<file path="src/rtl/pseq_pkg.sv">
package pseq_pkg;
  typedef enum logic [1:0] {
    ST_IDLE = 2'd0,
    ST_HIGH = 2'd1,
    ST_LOW  = 2'd2
  } pseq_state_e;
endpackage

</file>
<file path="src/rtl/pseq_fifo.sv">
module pseq_fifo #(
  parameter int W     = 16,
  parameter int DEPTH = 32
) (
  input  logic         clk_i,
  input  logic         rst_ni,
  input  logic         push_i,
  input  logic [W-1:0] push_data_i,
  input  logic         pop_i,
  output logic [W-1:0] head_o,
  output logic         full_o,
  output logic         empty_o
);
  localparam int AW = (DEPTH > 1) ? $clog2(DEPTH) : 1;
  localparam int CW = $clog2(DEPTH + 1);
  localparam logic [AW-1:0] LAST = AW'(DEPTH - 1);
  localparam logic [CW-1:0] FULL_CNT = CW'(DEPTH);

  logic [W-1:0]  mem [DEPTH];
  logic [AW-1:0] wr_ptr, rd_ptr;
  logic [CW-1:0] cnt;
  logic          do_push, do_pop;

  assign full_o  = (cnt == FULL_CNT);
  assign empty_o = (cnt == '0);
  assign do_push = push_i && !full_o;
  assign do_pop  = pop_i && !empty_o;
  assign head_o  = mem[rd_ptr];

  always_ff @(posedge clk_i) begin
    if (do_push) mem[wr_ptr] <= push_data_i;
  end

  always_ff @(posedge clk_i or negedge rst_ni) begin
    if (!rst_ni) begin
      wr_ptr <= '0;
      rd_ptr <= '0;
      cnt    <= '0;
    end else begin
      if (do_push) wr_ptr <= (wr_ptr == LAST) ? '0 : wr_ptr + 1'b1;
      if (do_pop)  rd_ptr <= (rd_ptr == LAST) ? '0 : rd_ptr + 1'b1;
      case ({do_push, do_pop})
        2'b10:   cnt <= cnt + 1'b1;
        2'b01:   cnt <= cnt - 1'b1;
        default: cnt <= cnt;
      endcase
    end
  end
endmodule

</file>
<file path="src/rtl/pseq_timer.sv">
module pseq_timer #(
  parameter int CNT_W = 16
) (
  input  logic             clk_i,
  input  logic             rst_ni,
  input  logic             load_i,
  input  logic [CNT_W-1:0] load_val_i,
  output logic             last_o
);
  logic [CNT_W-1:0] cnt;

  always_ff @(posedge clk_i or negedge rst_ni) begin
    if (!rst_ni)               cnt <= CNT_W'(1);
    else if (load_i)           cnt <= (load_val_i == '0) ? CNT_W'(1) : load_val_i;
    else if (cnt > CNT_W'(1))  cnt <= cnt - 1'b1;
  end

  assign last_o = (cnt == CNT_W'(1));
endmodule

</file>
<file path="src/rtl/pseq_ctrl.sv">
module pseq_ctrl
  import pseq_pkg::*;
#(
  parameter int CNT_W = 16,
  parameter int NUM_W = 8
) (
  input  logic             clk_i,
  input  logic             rst_ni,
  input  logic             start_i,
  input  logic             stop_i,
  input  logic [CNT_W-1:0] low_ticks_i,
  input  logic [NUM_W-1:0] pulse_num_i,
  input  logic [CNT_W-1:0] head_i,
  input  logic             fifo_empty_i,
  input  logic             tmr_last_i,
  output logic             pop_o,
  output logic             tmr_load_o,
  output logic [CNT_W-1:0] tmr_val_o,
  output logic             pulse_o,
  output logic             busy_o,
  output logic             done_o,
  output logic             underflow_o
);
  pseq_state_e      state;
  logic [NUM_W-1:0] left;
  logic [CNT_W-1:0] low_q;
  logic             go, last_pulse;

  assign go         = start_i && !stop_i;
  assign last_pulse = (left == NUM_W'(1));

  always_comb begin
    pop_o      = 1'b0;
    tmr_load_o = 1'b0;
    tmr_val_o  = head_i;
    unique case (state)
      ST_IDLE: if (go && pulse_num_i != '0 && !fifo_empty_i) begin
        pop_o      = 1'b1;
        tmr_load_o = 1'b1;
      end
      ST_HIGH: if (!stop_i && tmr_last_i) begin
        tmr_load_o = 1'b1;
        tmr_val_o  = low_q;
      end
      ST_LOW: if (!stop_i && tmr_last_i && !last_pulse && !fifo_empty_i) begin
        pop_o      = 1'b1;
        tmr_load_o = 1'b1;
      end
      default: ;
    endcase
  end

  always_ff @(posedge clk_i or negedge rst_ni) begin
    if (!rst_ni) begin
      state       <= ST_IDLE;
      left        <= '0;
      low_q       <= '0;
      done_o      <= 1'b0;
      underflow_o <= 1'b0;
    end else begin
      done_o <= 1'b0;
      unique case (state)
        ST_IDLE: if (go) begin
          underflow_o <= 1'b0;
          low_q       <= low_ticks_i;
          left        <= pulse_num_i;
          if (pulse_num_i == '0) begin
            done_o <= 1'b1;
          end else if (fifo_empty_i) begin
            done_o      <= 1'b1;
            underflow_o <= 1'b1;
          end else begin
            state <= ST_HIGH;
          end
        end
        ST_HIGH: begin
          if (stop_i) begin
            state  <= ST_IDLE;
            done_o <= 1'b1;
          end else if (tmr_last_i) begin
            state <= ST_LOW;
          end
        end
        ST_LOW: begin
          if (stop_i) begin
            state  <= ST_IDLE;
            done_o <= 1'b1;
          end else if (tmr_last_i) begin
            if (last_pulse) begin
              state  <= ST_IDLE;
              done_o <= 1'b1;
            end else if (fifo_empty_i) begin
              state       <= ST_IDLE;
              done_o      <= 1'b1;
              underflow_o <= 1'b1;
            end else begin
              state <= ST_HIGH;
              left  <= left - 1'b1;
            end
          end
        end
        default: state <= ST_IDLE;
      endcase
    end
  end

  assign pulse_o = (state == ST_HIGH);
  assign busy_o  = (state != ST_IDLE);
endmodule

</file>
<file path="src/rtl/pulse_seq_top.sv">
module pulse_seq_top #(
  parameter int CNT_W      = 16,
  parameter int NUM_W      = 8,
  parameter int FIFO_DEPTH = 32
) (
  input  logic             clk_i,
  input  logic             rst_ni,
  input  logic             wr_en_i,
  input  logic [CNT_W-1:0] wr_data_i,
  input  logic [CNT_W-1:0] low_ticks_i,
  input  logic [NUM_W-1:0] pulse_num_i,
  input  logic             start_i,
  input  logic             stop_i,
  output logic             pulse_o,
  output logic             busy_o,
  output logic             done_o,
  output logic             underflow_o,
  output logic             full_o,
  output logic             empty_o
);
  logic [CNT_W-1:0] head, tmr_val;
  logic             pop, tmr_load, tmr_last;

  pseq_fifo #(.W(CNT_W), .DEPTH(FIFO_DEPTH)) u_fifo (
    .clk_i       (clk_i),
    .rst_ni      (rst_ni),
    .push_i      (wr_en_i),
    .push_data_i (wr_data_i),
    .pop_i       (pop),
    .head_o      (head),
    .full_o      (full_o),
    .empty_o     (empty_o)
  );

  pseq_timer #(.CNT_W(CNT_W)) u_timer (
    .clk_i      (clk_i),
    .rst_ni     (rst_ni),
    .load_i     (tmr_load),
    .load_val_i (tmr_val),
    .last_o     (tmr_last)
  );

  pseq_ctrl #(.CNT_W(CNT_W), .NUM_W(NUM_W)) u_ctrl (
    .clk_i        (clk_i),
    .rst_ni       (rst_ni),
    .start_i      (start_i),
    .stop_i       (stop_i),
    .low_ticks_i  (low_ticks_i),
    .pulse_num_i  (pulse_num_i),
    .head_i       (head),
    .fifo_empty_i (empty_o),
    .tmr_last_i   (tmr_last),
    .pop_o        (pop),
    .tmr_load_o   (tmr_load),
    .tmr_val_o    (tmr_val),
    .pulse_o      (pulse_o),
    .busy_o       (busy_o),
    .done_o       (done_o),
    .underflow_o  (underflow_o)
  );
endmodule

</file>
<file path="config.mk">
export PLATFORM = sky130hd
export DESIGN_NAME = pulse_seq_top
export DESIGN_NICKNAME = d
export VERILOG_FILES = /design/src/rtl/pseq_pkg.sv /design/src/rtl/pseq_fifo.sv /design/src/rtl/pseq_timer.sv /design/src/rtl/pseq_ctrl.sv /design/src/rtl/pulse_seq_top.sv
export SDC_FILE = /design/constraint.sdc
export NUM_CORES = 1
export LEC_CHECK = 0
export BUFFER_PORTS_ARGS = -buffer_cell sky130_fd_sc_hd__buf_2
export CAP_MARGIN = 25
export CORE_UTILIZATION = 40
export DETAILED_ROUTE_END_ITERATION = 8
export HOLD_SLACK_MARGIN = 0.03
export RECOVER_POWER = 50
export SYNTH_ARGS = -nofsm -noshare
export SYNTH_HDL_FRONTEND = slang
export SYNTH_SLANG_ARGS = --single-unit
export TNS_END_PERCENT = 50
</file>
<file path="constraint.sdc">
create_clock -name clk_i -period 4.9 [get_ports clk_i]
set_input_delay 1.225 -clock clk_i [delete_from_list [all_inputs] [get_ports clk_i]]
set_output_delay 1.225 -clock clk_i [all_outputs]
set_load 0.02 [all_outputs]
</file>
==> reports/qor.txt <==
Fmax - 256 MHz
status - complete, but fails checks
Buffers on Ports - 50
Rel. slew slack - -11.8%
CP cell instances - or4_1 > nor3_2 > a21oi_1 > a22oi_2 > inv_2 > ha_1 > ha_1 > a21o_1 > a21oi_1 > o21bai_1 > a21oi_1 > xnor2_1 > nor2_1 > xor2_1
FFs w/ async S/R, synth - 10.5%
worst path bufs/invs - 1
gr usage total - 19.7%
CP max stage delay - 0.58 ns
Mapped Cells - 1339
Total Wirelength - 58.0 mm
DP Area - 0.0248 mm^2
worst hold path class - flop to flop
Skew-Pair Late Insertion Delay - 0.61 ns
PD cells - 547 mW/mm^2
Detailed Routing Iterations Pass 1 - 5
Worst EP arrival - 4.38 ns
core area - 0.0576 mm^2
largest net degree at the start of global routing - 50
main flop type after synthesis - edfxtp_1
first-pass GRT wire length - 85.1 mm
Setup crit start kind - flop
critical path type - flop to flop
routed len/inst - 25.8 um
Die ar. - 0.0592 mm^2
hold buffers post-CTS - 0
most frequent cells in the layout - edfxtp_1 (512), mux2i_1 (95), mux4_2 (80)
htree depth - 2
failing checks - capacitance limit, slew limit
clock-pin slew on the worst setup and hold paths - 0.07 ns
post-synth cell types - 68
Crit-path slowest cell - or4_1
Starting Density - 40.5%
RSZ-0062 raised after global routing - false
Mapped Nets - 1401
Design Area, Final - 0.0265 mm^2
Crit. path cell count - 14
share of the yosys chip area belonging to registers - 72.4%
#FFs+latches synth - 572
maximum fanout along the worst path - 8
CTS tree - yes
Critical Path RT - 5.39 ns
Yosys warnings - 0
total congestion overflow - 0
max-cap viol count - 3
Detail Route Antenna Nets - 0
final-report max-slew violation count - 96
crit-path most repeated cell - a21oi_1
Root Buffer - clkbuf_16
overall die width - 243 um
Placed Instances - 2143
final setup fails - 0
crit-path leading delay family - compound AO/OA/AOI/OAI gates
commonest non-fill, non-tap cell in the layout - edfxtp_1
Die Span Y - 243 um
vias in the first global route - 12800
DR iter-0 viols - 1196
hold path cells - 1
initial antenna violation count - 1
Register-to-Register Path Depth - 14
post-detail-place hpwl - 34.8 mm
final-report hold violation count - 0
endpoint class of the critical path - flop
Syn Area/Cell - 17.4 um^2
vias per inst - 5.67
postcts setup bufs - 0
final net count - 1499
time the worst path needs with I/O delays and setup - 3.90 ns
Final period util - 79.6%
CTS Buffer Depth - 3
Leakage - 8.81 nW
post-route insts no fill - 2246
Vias - 12700
Clock Sinks - 572
GP Congestion - 0.851
post-CTS resize count - 0
peak supply drop - 0.000314 V
utilization after layout - 46.1%
clock skew - 0.0158 ns
TritonCTS Buffers - 56
row count - 88
worst-margin pin slew - 1.68 ns
Synth Cell Area - 0.0233 mm^2
I/O Pins - 51
DRC Markers - 0
Post-synth EDFFs - 512
P&R area growth vs syn - 13.8%
setup TNS - 0 ns
layout cell share with drive strength beyond 1 - 21.7%
## power by group
group          switching [mW]  internal, mW  total (mW)
clock network            1.82          2.37        4.18
registers               0.355          5.75        6.11
logic                    2.52          1.70        4.22
total                    4.69          9.82        14.5
## layer usage
layer	GRT usage, %	vias to the layer above	share of wire (%)
met2	31.4	436	47
li1	-	5585	-
met1	27.4	6624	44
met3	3.14	97	6.2
met5	0	-	0
met4	6.70	0	2.7
## flip-flops by register name (all words and copies together), names as in the netlist
signal              count
u_fifo.rd_ptr           5
u_timer.cnt            16
u_ctrl.left             8
u_fifo.cnt              6
u_ctrl.done_o           1
u_ctrl.state            2
u_ctrl.low_q           16
u_ctrl.underflow_o      1
u_fifo.mem            512
u_fifo.wr_ptr           5
## Yosys cell counts, drive strengths merged, types with 3 or more instances
cell type    n  area [um^2]
mux4        80         1800
nor4        12          120
and2         3         18.8
a221oi      42          368
a21o         4         30.0
a22o         5         43.8
dfrtp       59         1480
xnor2       10         87.6
nand3b       6         45.0
nor2b        6         37.5
o211ai       6         45.0
nand3       24          120
ha          16          200
xor2         8         70.1
edfxtp     512        15400
nor2        63          239
o22ai        4         25.0
or3          5         31.3
and3         4         25.0
a22oi       30          230
o21ai       51          255
nor3b        4         30.0
mux2i       95          951
nor3        15         91.3
nand2b      13         81.3
buf         37          235
mux2        18          203
nand2       56          213
clkbuf      36          135
o31ai        6         45.0
inv         19         71.3
a221o        3         30.0
a21oi       58          290
## area by class of cell
| cell class | instances | area, um^2 |
|---|---|---|
| diodes | 1 | 2.50 |
| clock buffers | 68 | 1450 |
| clock inverters | 33 | 325 |
| fillers | 4881 | 31100 |
| inverters | 19 | 71.3 |
| multi-input cells | 675 | 6070 |
| flip-flops and latches | 572 | 16900 |
| well taps | 765 | 957 |
| repair buffers | 113 | 764 |
## worst paths after layout
kind                                       from               end  slack [ns]
worst max-delay path              u_fifo.cnt[1]     u_fifo.cnt[5]        1.00
worst min-delay path            u_ctrl.low_q[5]   u_ctrl.low_q[5]        0.51
worst max register to register    u_fifo.cnt[1]     u_fifo.cnt[5]        1.00
worst min register to register  u_ctrl.low_q[5]   u_ctrl.low_q[5]        0.51
max in group asynchronous                rst_ni  u_ctrl.low_q[13]        1.61
min in group asynchronous                rst_ni    u_ctrl.left[1]        1.02
## per-stage QoR
step	power, mW	worst slack, ns	hold slack [ns]
after floorplan	8.91	1.19	0.469
after global placement	10.3	0.705	0.494
after detailed placement	10.4	0.645	0.488
after CTS	14.6	1.04	0.511
after global routing	15.1	0.764	0.520
final	14.5	1.00	0.509
## cell families after synthesis
logic type	after synthesis	synth area share (%)
compound gates	225	6.43
simple gates	222	4.96
fa+ha+maj	17	0.945
buf+inv	92	1.90
flops	572	72.4
xor+xnor	18	0.676
mux	193	12.7
Power figures use the tool's default switching activity.
